--- src/rtl/txg_pkg.sv ---
package txg_pkg;
   localparam int unsigned TXG_IN_W  = 10;
   localparam int unsigned TXG_REP   = 3;
   localparam int unsigned TXG_DEPTH = 2;
   localparam logic [9:0]  TXG_IDLE  = 10'h155;
endpackage

--- src/rtl/txg_replicate.sv ---
module txg_replicate #(
   parameter int unsigned IN_W     = 10,
   parameter int unsigned REP      = 3,
   parameter int unsigned FLIP_IDX = 0,
   localparam int unsigned OUT_W   = IN_W * REP
) (
   input  logic [IN_W-1:0]  din,
   input  logic             flip,
   output logic [OUT_W-1:0] wide
);
   if (FLIP_IDX >= IN_W) begin : g_bad_flip
      $error("txg_replicate: FLIP_IDX out of range");
   end

   for (genvar i = 0; i < IN_W; i++) begin : g_bit
      if (i == FLIP_IDX) begin : g_flip
         assign wide[i*REP +: REP] = {REP{din[i] ^ flip}};
      end else begin : g_plain
         assign wide[i*REP +: REP] = {REP{din[i]}};
      end
   end
endmodule

--- src/rtl/txg_wordbuf.sv ---
module txg_wordbuf #(
   parameter int unsigned W     = 30,
   parameter int unsigned DEPTH = 2,
   localparam int unsigned PW   = (DEPTH > 1) ? $clog2(DEPTH) : 1,
   localparam int unsigned CW   = $clog2(DEPTH + 1)
) (
   input  logic         clk,
   input  logic         rst_n,
   input  logic         wr_en,
   input  logic [W-1:0] wr_data,
   input  logic         rd_en,
   output logic [W-1:0] rd_data,
   output logic         empty,
   output logic         full
);
   if (DEPTH < 2 || (DEPTH & (DEPTH - 1)) != 0) begin : g_bad_depth
      $error("txg_wordbuf: DEPTH must be a power of two of at least 2");
   end

   logic [W-1:0]  mem [DEPTH];
   logic [PW-1:0] wptr, rptr;
   logic [CW-1:0] count;
   logic          do_wr, do_rd;

   assign empty   = (count == '0);
   assign full    = (count == CW'(DEPTH));
   assign do_rd   = rd_en && !empty;
   assign do_wr   = wr_en && (!full || do_rd);
   assign rd_data = mem[rptr];

   always_ff @(posedge clk) begin
      if (do_wr) mem[wptr] <= wr_data;
   end

   always_ff @(posedge clk) begin
      if (!rst_n) begin
         wptr  <= '0;
         rptr  <= '0;
         count <= '0;
      end else begin
         if (do_wr) wptr <= wptr + 1'b1;
         if (do_rd) rptr <= rptr + 1'b1;
         case ({do_wr, do_rd})
            2'b10:   count <= count + 1'b1;
            2'b01:   count <= count - 1'b1;
            default: count <= count;
         endcase
      end
   end

   AST_POP_NONEMPTY: assert property (@(posedge clk) disable iff (!rst_n)
      rd_en |-> !empty);
   AST_COUNT_BOUND: assert property (@(posedge clk) disable iff (!rst_n)
      count <= CW'(DEPTH));
endmodule

--- src/rtl/txg_slicer.sv ---
module txg_slicer #(
   parameter int unsigned IN_W = 10,
   parameter int unsigned REP  = 3,
   parameter logic [IN_W-1:0] IDLE = '0,
   localparam int unsigned W   = IN_W * REP,
   localparam int unsigned SW  = $clog2(REP)
) (
   input  logic            clk,
   input  logic            rst_n,
   input  logic [W-1:0]    word_in,
   input  logic            avail,
   output logic            pop,
   output logic [IN_W-1:0] out_data,
   output logic            underrun
);
   if (REP < 2) begin : g_bad_rep
      $error("txg_slicer: REP must be at least 2");
   end

   localparam logic [SW-1:0] LAST = SW'(REP - 1);

   logic [W-1:0]  held;
   logic [SW-1:0] sidx;

   assign pop = (sidx == '0) && avail;

   always_ff @(posedge clk) begin
      if (!rst_n) begin
         held     <= '0;
         sidx     <= '0;
         out_data <= IDLE;
         underrun <= 1'b0;
      end else if (sidx != '0) begin
         out_data <= held[int'(sidx)*IN_W +: IN_W];
         underrun <= 1'b0;
         sidx     <= (sidx == LAST) ? '0 : sidx + 1'b1;
      end else if (avail) begin
         held     <= word_in;
         out_data <= word_in[IN_W-1:0];
         underrun <= 1'b0;
         sidx     <= SW'(1);
      end else begin
         out_data <= IDLE;
         underrun <= 1'b1;
      end
   end

   AST_UNDERRUN_IDLE: assert property (@(posedge clk) disable iff (!rst_n)
      underrun |-> (out_data == IDLE));
   AST_NO_GAP_MIDWORD: assert property (@(posedge clk) disable iff (!rst_n)
      (sidx != '0) |=> !underrun);
endmodule

--- src/rtl/tx_triple_gearbox.sv ---
module tx_triple_gearbox
   import txg_pkg::*;
#(
   parameter int unsigned IN_W     = TXG_IN_W,
   parameter int unsigned REP      = TXG_REP,
   parameter int unsigned DEPTH    = TXG_DEPTH,
   parameter int unsigned FLIP_IDX = 0,
   parameter logic [IN_W-1:0] IDLE = IN_W'(TXG_IDLE)
) (
   input  logic            clk,
   input  logic            rst_n,
   input  logic            in_valid,
   input  logic [IN_W-1:0] in_data,
   input  logic            err_inject,
   output logic [IN_W-1:0] out_data,
   output logic            out_underrun,
   output logic            out_overflow
);
   localparam int unsigned W = IN_W * REP;

   logic [W-1:0] wide, head;
   logic         err_arm, buf_empty, buf_full, pop;

   always_ff @(posedge clk) begin
      if (!rst_n)          err_arm <= 1'b0;
      else if (in_valid)   err_arm <= 1'b0;
      else if (err_inject) err_arm <= 1'b1;
   end

   txg_replicate #(.IN_W(IN_W), .REP(REP), .FLIP_IDX(FLIP_IDX)) u_rep (
      .din  (in_data),
      .flip (err_arm | err_inject),
      .wide (wide)
   );

   txg_wordbuf #(.W(W), .DEPTH(DEPTH)) u_buf (
      .clk     (clk),
      .rst_n   (rst_n),
      .wr_en   (in_valid),
      .wr_data (wide),
      .rd_en   (pop),
      .rd_data (head),
      .empty   (buf_empty),
      .full    (buf_full)
   );

   txg_slicer #(.IN_W(IN_W), .REP(REP), .IDLE(IDLE)) u_slice (
      .clk      (clk),
      .rst_n    (rst_n),
      .word_in  (head),
      .avail    (!buf_empty),
      .pop      (pop),
      .out_data (out_data),
      .underrun (out_underrun)
   );

   always_ff @(posedge clk) begin
      if (!rst_n) out_overflow <= 1'b0;
      else        out_overflow <= in_valid && buf_full && !pop;
   end

   AST_INJECT_CONSUMED: assert property (@(posedge clk) disable iff (!rst_n)
      in_valid |=> !err_arm);
   AST_OVERFLOW_NOT_UNDERRUN: assert property (@(posedge clk) disable iff (!rst_n)
      out_overflow |-> !out_underrun);
endmodule

--- config.mk ---
export PLATFORM = sky130hd
export DESIGN_NAME = tx_triple_gearbox
export DESIGN_NICKNAME = d
export VERILOG_FILES = /design/src/rtl/txg_pkg.sv /design/src/rtl/txg_replicate.sv /design/src/rtl/txg_wordbuf.sv /design/src/rtl/txg_slicer.sv /design/src/rtl/tx_triple_gearbox.sv
export SDC_FILE = /design/constraint.sdc
export NUM_CORES = 1
export LEC_CHECK = 0
export BUFFER_PORTS_ARGS = -buffer_cell sky130_fd_sc_hd__clkbuf_2
export CORE_MARGIN = 3
export CORE_UTILIZATION = 55
export CTS_CLUSTER_DIAMETER = 40
export DETAILED_ROUTE_END_ITERATION = 16
export GPL_ROUTABILITY_DRIVEN = 0
export PLACE_DENSITY = 0.81
export SKIP_CTS_REPAIR_TIMING = 1
export SLEW_MARGIN = 20
export SYNTH_ARGS = -nofsm -noshare
export SYNTH_HDL_FRONTEND = slang
export SYNTH_SLANG_ARGS = --single-unit
--- constraint.sdc ---
create_clock -name clk -period 2.8 [get_ports clk]
set_input_delay 0.28 -clock clk [delete_from_list [all_inputs] [get_ports clk]]
set_output_delay 0.28 -clock clk [all_outputs]
set_load 0.01 [all_outputs]
==> flow_summary.toml, run 1 <==
[clock_network]
clk_latency_ns = 0.35
cts_tree = "done"
clock_path_buffers = 2
root_buffer = "clkbuf_4"
cts_buffers = 5
h-tree-depth = 2
path_clk_slew_ns = 0.12
clkSinkCount = 47

[timing]
finalSetupViolCount = 0
max_slew_margin_pct = 41.37
rsz0062_at_grt = "false"
fin_skew_ns = 0.01033
drv_slew = 0
fin_tns_setup_ns = 0
finalCriticalPeriod_ns = 2.115
holdWs_ns = 0.1070
period_share_pct = 75.55
fmax_mhz = 472.7
worstMarginPinSlew_ns = 0.8762
hold_violations = 0

[grt]
grt_max_degree = 21
grt_pass1_vias = 1079
grt_usage_pct = 16.20
antenna_found_initial = 0
gr-total-overflow = 0
grt_pass1_wl_mm = 4.830

[finish]
area_growth_pct = 14.22
n_fill_cell = 218
fin_nets = 182
finish.instance_area_um2 = 1979
drive_above_1_share_pct = 21.43
diodes = 0

[drt]
drt-pass1-iter-count = 4
viasPerCell = 5.529
drc_errors = 0
drt-total-wl_mm = 2.900
wl_per_cell_um = 13.81
routed-via-count = 1161
first_iter_violations = 85
ant_nets = 0

[synthesis]
synth_fp_nets = 157
synth.largest_area_cell = "edfxtp_1"
synth-seq-cells = 47
async_reset_ff_share_pct = 0
synthTopCellsByCount = "dfxtp_1, edfxtp_1, a21oi_1"
syn_area_um2 = 1733
synthFlopType = "dfxtp_1"
synth.distinct_cells = 32
synth.area.top_cells = "edfxtp_1, dfxtp_1, mux2i_1, a21oi_1, a211oi_1"
ys_seq_area_share_pct = 65.85
ys_warn_count = 0
yosysMostFrequentCell = "dfxtp_1"
synth_top_area_share_pct = 34.66
syn-instance-count = 142
synth-edff-count = 20
synth_area_per_cell_um2 = 12.20

[placement]
hpwl_mm = 2.071
placed_area_um2 = 1878
port_buffers = 25

[hold_path]
holdPathStages = 1
hp-start = "in_data[4]"
min_to = "u_buf.mem[0][14]"
hold_class = "in2reg"

[setup_path]
cp_slowest_stage_delay_ns = 0.43
crit_path_start_kind = "register"
reg2reg_depth = 5
path_class = "reg2reg"
end_kind = "register"
cp.arrival_ns = 2.39
timing.rr.start = "u_slice.sidx[1]"
timing.rr.end = "u_buf.count[1]"
critPathMaxFanout = 8
crit_chain = "or2_0, nor2_1, ha_1, or3_1, a21oi_1"
cp_slowest_cell = "nor2_1"
worstPathRequired_ns = 3.08
r2r_setup_slack_ns = 0.68

[power_and_ir_drop]
cellPowerDensity_nw_per_um2 = 988.1
leakage_nw = 0.7512
peakVddDrop_uv = 544.3

[floorplanning]
ios = 26
num_rows = 19
start_util_pct = 60.24
fp.dieW_um = 62.13
core_um2 = 2877
die_h_um = 62.13
dieArea_um2 = 3860

[job]
max_cap_viol_count = 0

[status]
status = "finished, final reports clean"
-- stage by stage --
step / cells / worst slack [ns] / util (%) / power (mW)
finish: 210 / 0.6847 / 68.81 / 1.956
global route: 210 / 0.5572 / 68.81 / 2.077
CTS: 210 / 0.7118 / 68.81 / 1.967
detailed placement: 202 / 0.7432 / 65.29 / 1.492
global placement: 202 / 0.8681 / 65.29 / 1.466
floorplan: 142 / 0.9968 / - / 1.346
-- registers in the layout, indices dropped and copies added (netlist names), named ones only --
signal	count
out_overflow	1
u_buf.mem	20
err_arm	1
u_slice.underrun	1
u_buf.count	2
u_slice.held	7
u_buf.rptr	1
u_slice.out_data	10
u_buf.wptr	1
u_slice.sidx	2
-- report_power, final --
group          switching, mW  internal (mW)
Sequential            0.0953          0.867
Clock                  0.195          0.279
Combinational          0.302          0.218
Total                  0.592           1.36
-- worst max path at each step --
stage	startpoint	endpoint	slack, ns	cells past startpoint
after floorplan	u_slice.sidx[0]	u_buf.count[1]	1.0	6
after global placement	u_slice.sidx[0]	u_buf.count[1]	0.87	5
after detailed placement	u_slice.sidx[0]	u_buf.count[1]	0.74	5
after CTS	u_slice.sidx[1]	u_buf.count[1]	0.71	5
after global routing	u_slice.sidx[1]	u_buf.count[1]	0.56	5
final	u_slice.sidx[1]	u_buf.count[1]	0.68	5
-- layer usage --
metal	GRT usage (%)	vias up	part of all wire [%]
li1	-	568	-
met1	18.42	549	41
met2	26.75	36	51
met3	4.865	8	5.9
met4	9.945	0	2.2
met5	0	-	0
-- cells in the final DEF, fill, tap and decap left out, types with 2 or more instances in the layout --
master and count:
o22ai_1 2, nand3_1 4, a22o_1 3, edfxtp_1 20, mux2_2 3, mux2i_1 8
nor2_1 8, dfxtp_1 27, bufinv_16 2, nand2b_1 3, nor3_1 3, nand2_1 3
xnor2_1 2, clkbuf_2 25, o21a_1 2, inv_1 4, o21ai_0 7, a21oi_1 14
clkbuf_4 5, a22oi_1 3, or3_1 2, a211oi_1 6
-- kinds of logic after synthesis --
group                    Yosys count  synth area share (%)
AND/OR/NAND/NOR                   31                 9.243
flip-flops                        47                 65.85
adder cells (fa/ha/maj)            1                0.7219
XOR/XNOR                           3                 1.517
multiplexers                      11                 6.570
buffers and inverters             11                 2.743
AO/OA/AOI/OAI                     38                 13.36
-- worst max-delay path, delay by kind of cell, from the launching register on --
family                   cells  cell delay (ns)
AO/OA/AOI/OAI                1             0.15
adder cells (fa/ha/maj)      1             0.36
flip-flops                   1             0.39
AND/OR/NAND/NOR              3             1.14
-- final cells by class --
class / count / area [µm²] / area share [%]
clock buffer: 6 / 41.29 / 2.086
sequential: 47 / 1141 / 57.65
inverter: 4 / 15.01 / 0.7585
timing repair buffer: 25 / 125.1 / 6.321
multi-input combinational: 84 / 544.3 / 27.50
clock inverter: 2 / 60.06 / 3.034
tap: 42 / 52.55 / 2.655
(Power assumes the default switching activity.)
==> inputs of run 2 (changes only) <==
--- a/config.mk
+++ b/config.mk
@@ -7,11 +7,11 @@
 export LEC_CHECK = 0
 export BUFFER_PORTS_ARGS = -buffer_cell sky130_fd_sc_hd__clkbuf_2
 export CORE_MARGIN = 3
-export CORE_UTILIZATION = 55
+export CORE_UTILIZATION = 54
 export CTS_CLUSTER_DIAMETER = 40
 export DETAILED_ROUTE_END_ITERATION = 16
 export GPL_ROUTABILITY_DRIVEN = 0
-export PLACE_DENSITY = 0.81
+export PLACE_DENSITY = 0.8
 export SKIP_CTS_REPAIR_TIMING = 1
 export SLEW_MARGIN = 20
 export SYNTH_ARGS = -nofsm -noshare
==> constraint.sdc (replaced) <==
create_clock -name clk -period 2.07 [get_ports clk]
set_input_delay 0.207 -clock clk [delete_from_list [all_inputs] [get_ports clk]]
set_output_delay 0.207 -clock clk [all_outputs]
set_load 0.01 [all_outputs]
==> flow_summary.toml, run 2 (same netlist as run 1, synthesis figures left out) <==
[status]
status = "finished, final reports clean"

[setup_path]
cp_slowest_stage_delay_ns = 0.48
path_delay_family = "simple AND/OR/NAND/NOR gates"
end_kind = "register"
crit_path_start_kind = "register"
critPathMaxFanout = 7
crit_buf_inv = 0
crit_chain = "nor2_1, nor2_2, ha_1, or3_1, a21oi_1"
worstPathRequired_ns = 2.35
r2r_setup_slack_ns = 0.14
cp_slowest_cell = "dfxtp_1"
timing.rr.end = "u_buf.count[1]"
timing.rr.start = "u_buf.count[0]"
reg2reg_depth = 5
cp.arrival_ns = 2.20
path_class = "reg2reg"

[timing]
finalCriticalPeriod_ns = 1.927
fin_ws_ns = 0.1432
fmax_mhz = 519.0
worstMarginPinSlew_ns = 0.7346
rsz0062_at_grt = "false"
drv_slew = 0
fin_tns_setup_ns = 0
holdWs_ns = 0.02460
period_share_pct = 93.08
hold_violations = 0
finalSetupViolCount = 0
max_slew_margin_pct = 50.85
fin_skew_ns = 0.01235

[clock_network]
path_clk_slew_ns = 0.13
clk_latency_ns = 0.36
clkSinkCount = 47
cts_tree = "done"
h-tree-depth = 2
clock_path_buffers = 2
cts_buffers = 5
root_buffer = "clkbuf_4"

[finish]
n_fill_cell = 240
finish.instance_area_um2 = 1981
diodes = 0
area_growth_pct = 14.30
final_cell_mix = "dfxtp_1, clkbuf_2, edfxtp_1"
fin_nets = 185
layout_commonest_cell = "dfxtp_1"
largestRegisters = "u_buf.mem x20, u_slice.out_data x10, u_slice.held x7"
final_cells = 213
multi_input_area_um2 = 546.8
regArea_um2 = 1141
largest_reg_flops = 20
regMostFlops = "u_buf.mem"
drive_above_1_share_pct = 23.39

[floorplanning]
dieArea_um2 = 3925
ios = 26
fp.dieW_um = 62.65
start_util_pct = 59.75
core_um2 = 2900
die_h_um = 62.65
num_rows = 19

[hold_path]
hp-start = "in_data[7]"
hold_class = "in2reg"
holdPathStages = 1
min_to = "u_buf.mem[0][23]"

[placement]
port_buffers = 25
hpwl_mm = 2.193
dp_slack_ns = 0.05268
dp.cells = 205
placed_area_um2 = 1901

[grt]
grt_pass1_wl_mm = 5.244
grt_max_degree = 21
gr-total-overflow = 0
grt_usage_pct = 17.49
grt_pass1_vias = 1162
antenna_found_initial = 0

[power_and_ir_drop]
leakage_nw = 0.7570
peakVddDrop_uv = 729.0
cellPowerDensity_nw_per_um2 = 1295

[drt]
routed-via-count = 1172
ant_nets = 0
drc_errors = 0
drt-total-wl_mm = 3.083
wl_per_cell_um = 14.47
drt-pass1-iter-count = 4
viasPerCell = 5.502
first_iter_violations = 76

[job]
max_cap_viol_count = 0
[run 2: cell types whose count changed in the layout (fill, tap and decap cells not counted)]
| cell | before | now |
|---|---|---|
| nor2_1 | 8 | 7 |
| inv_4 | 0 | 1 |
| bufinv_16 | 2 | 1 |
| nor2_2 | 0 | 1 |
| buf_4 | 0 | 3 |
[run 2: final cells by class]
| type | instances | share of cell area (%) |
|---|---|---|
| clock buffers | 6 | 2.085 |
| clock inverters | 2 | 1.832 |
| inverters | 4 | 0.7581 |
| multi-input cells | 84 | 27.61 |
| flip-flops and latches | 47 | 57.61 |
| well taps | 42 | 2.653 |
| repair buffers | 28 | 7.454 |
[run 2: per-layer routing]
metal	GRT usage (%)	vias up	share of wire, %	routed length [µm]
met3	5.576	4	6.7	206
met1	18.15	543	41	1256
met4	7.163	0	1.1	34
met5	0	-	0	0
met2	32.22	42	51	1585
li1	-	583	-	-
[run 2: worst max path at each step]
| stage | start | endpoint | cells past startpoint |
|---|---|---|---|
| floorplan | u_slice.sidx[0] | u_buf.count[1] | 6 |
| global placement | u_slice.sidx[0] | u_buf.count[1] | 5 |
| detailed placement | u_buf.count[0] | u_buf.count[1] | 5 |
| CTS | u_buf.count[0] | u_buf.count[1] | 5 |
| global route | u_slice.sidx[1] | u_buf.count[1] | 5 |
| finish | u_buf.count[0] | u_buf.count[1] | 5 |
[run 2: power breakdown]
part	leakage [nW]	switching (mW)	internal (mW)	total, mW
Sequential	0.410	0.131	1.17	1.30
Combinational	0.304	0.414	0.314	0.729
Clock	0.0428	0.277	0.256	0.533
[run 2: metrics by stage]
stage          utilization, %  power [mW]
3_5_place_dp            65.53       2.047
5_1_grt                 68.29       2.729
2_1_floorplan               -       1.820
3_3_place_gp            65.53       1.999
6_report                68.29       2.565
4_1_cts                 68.21       2.567
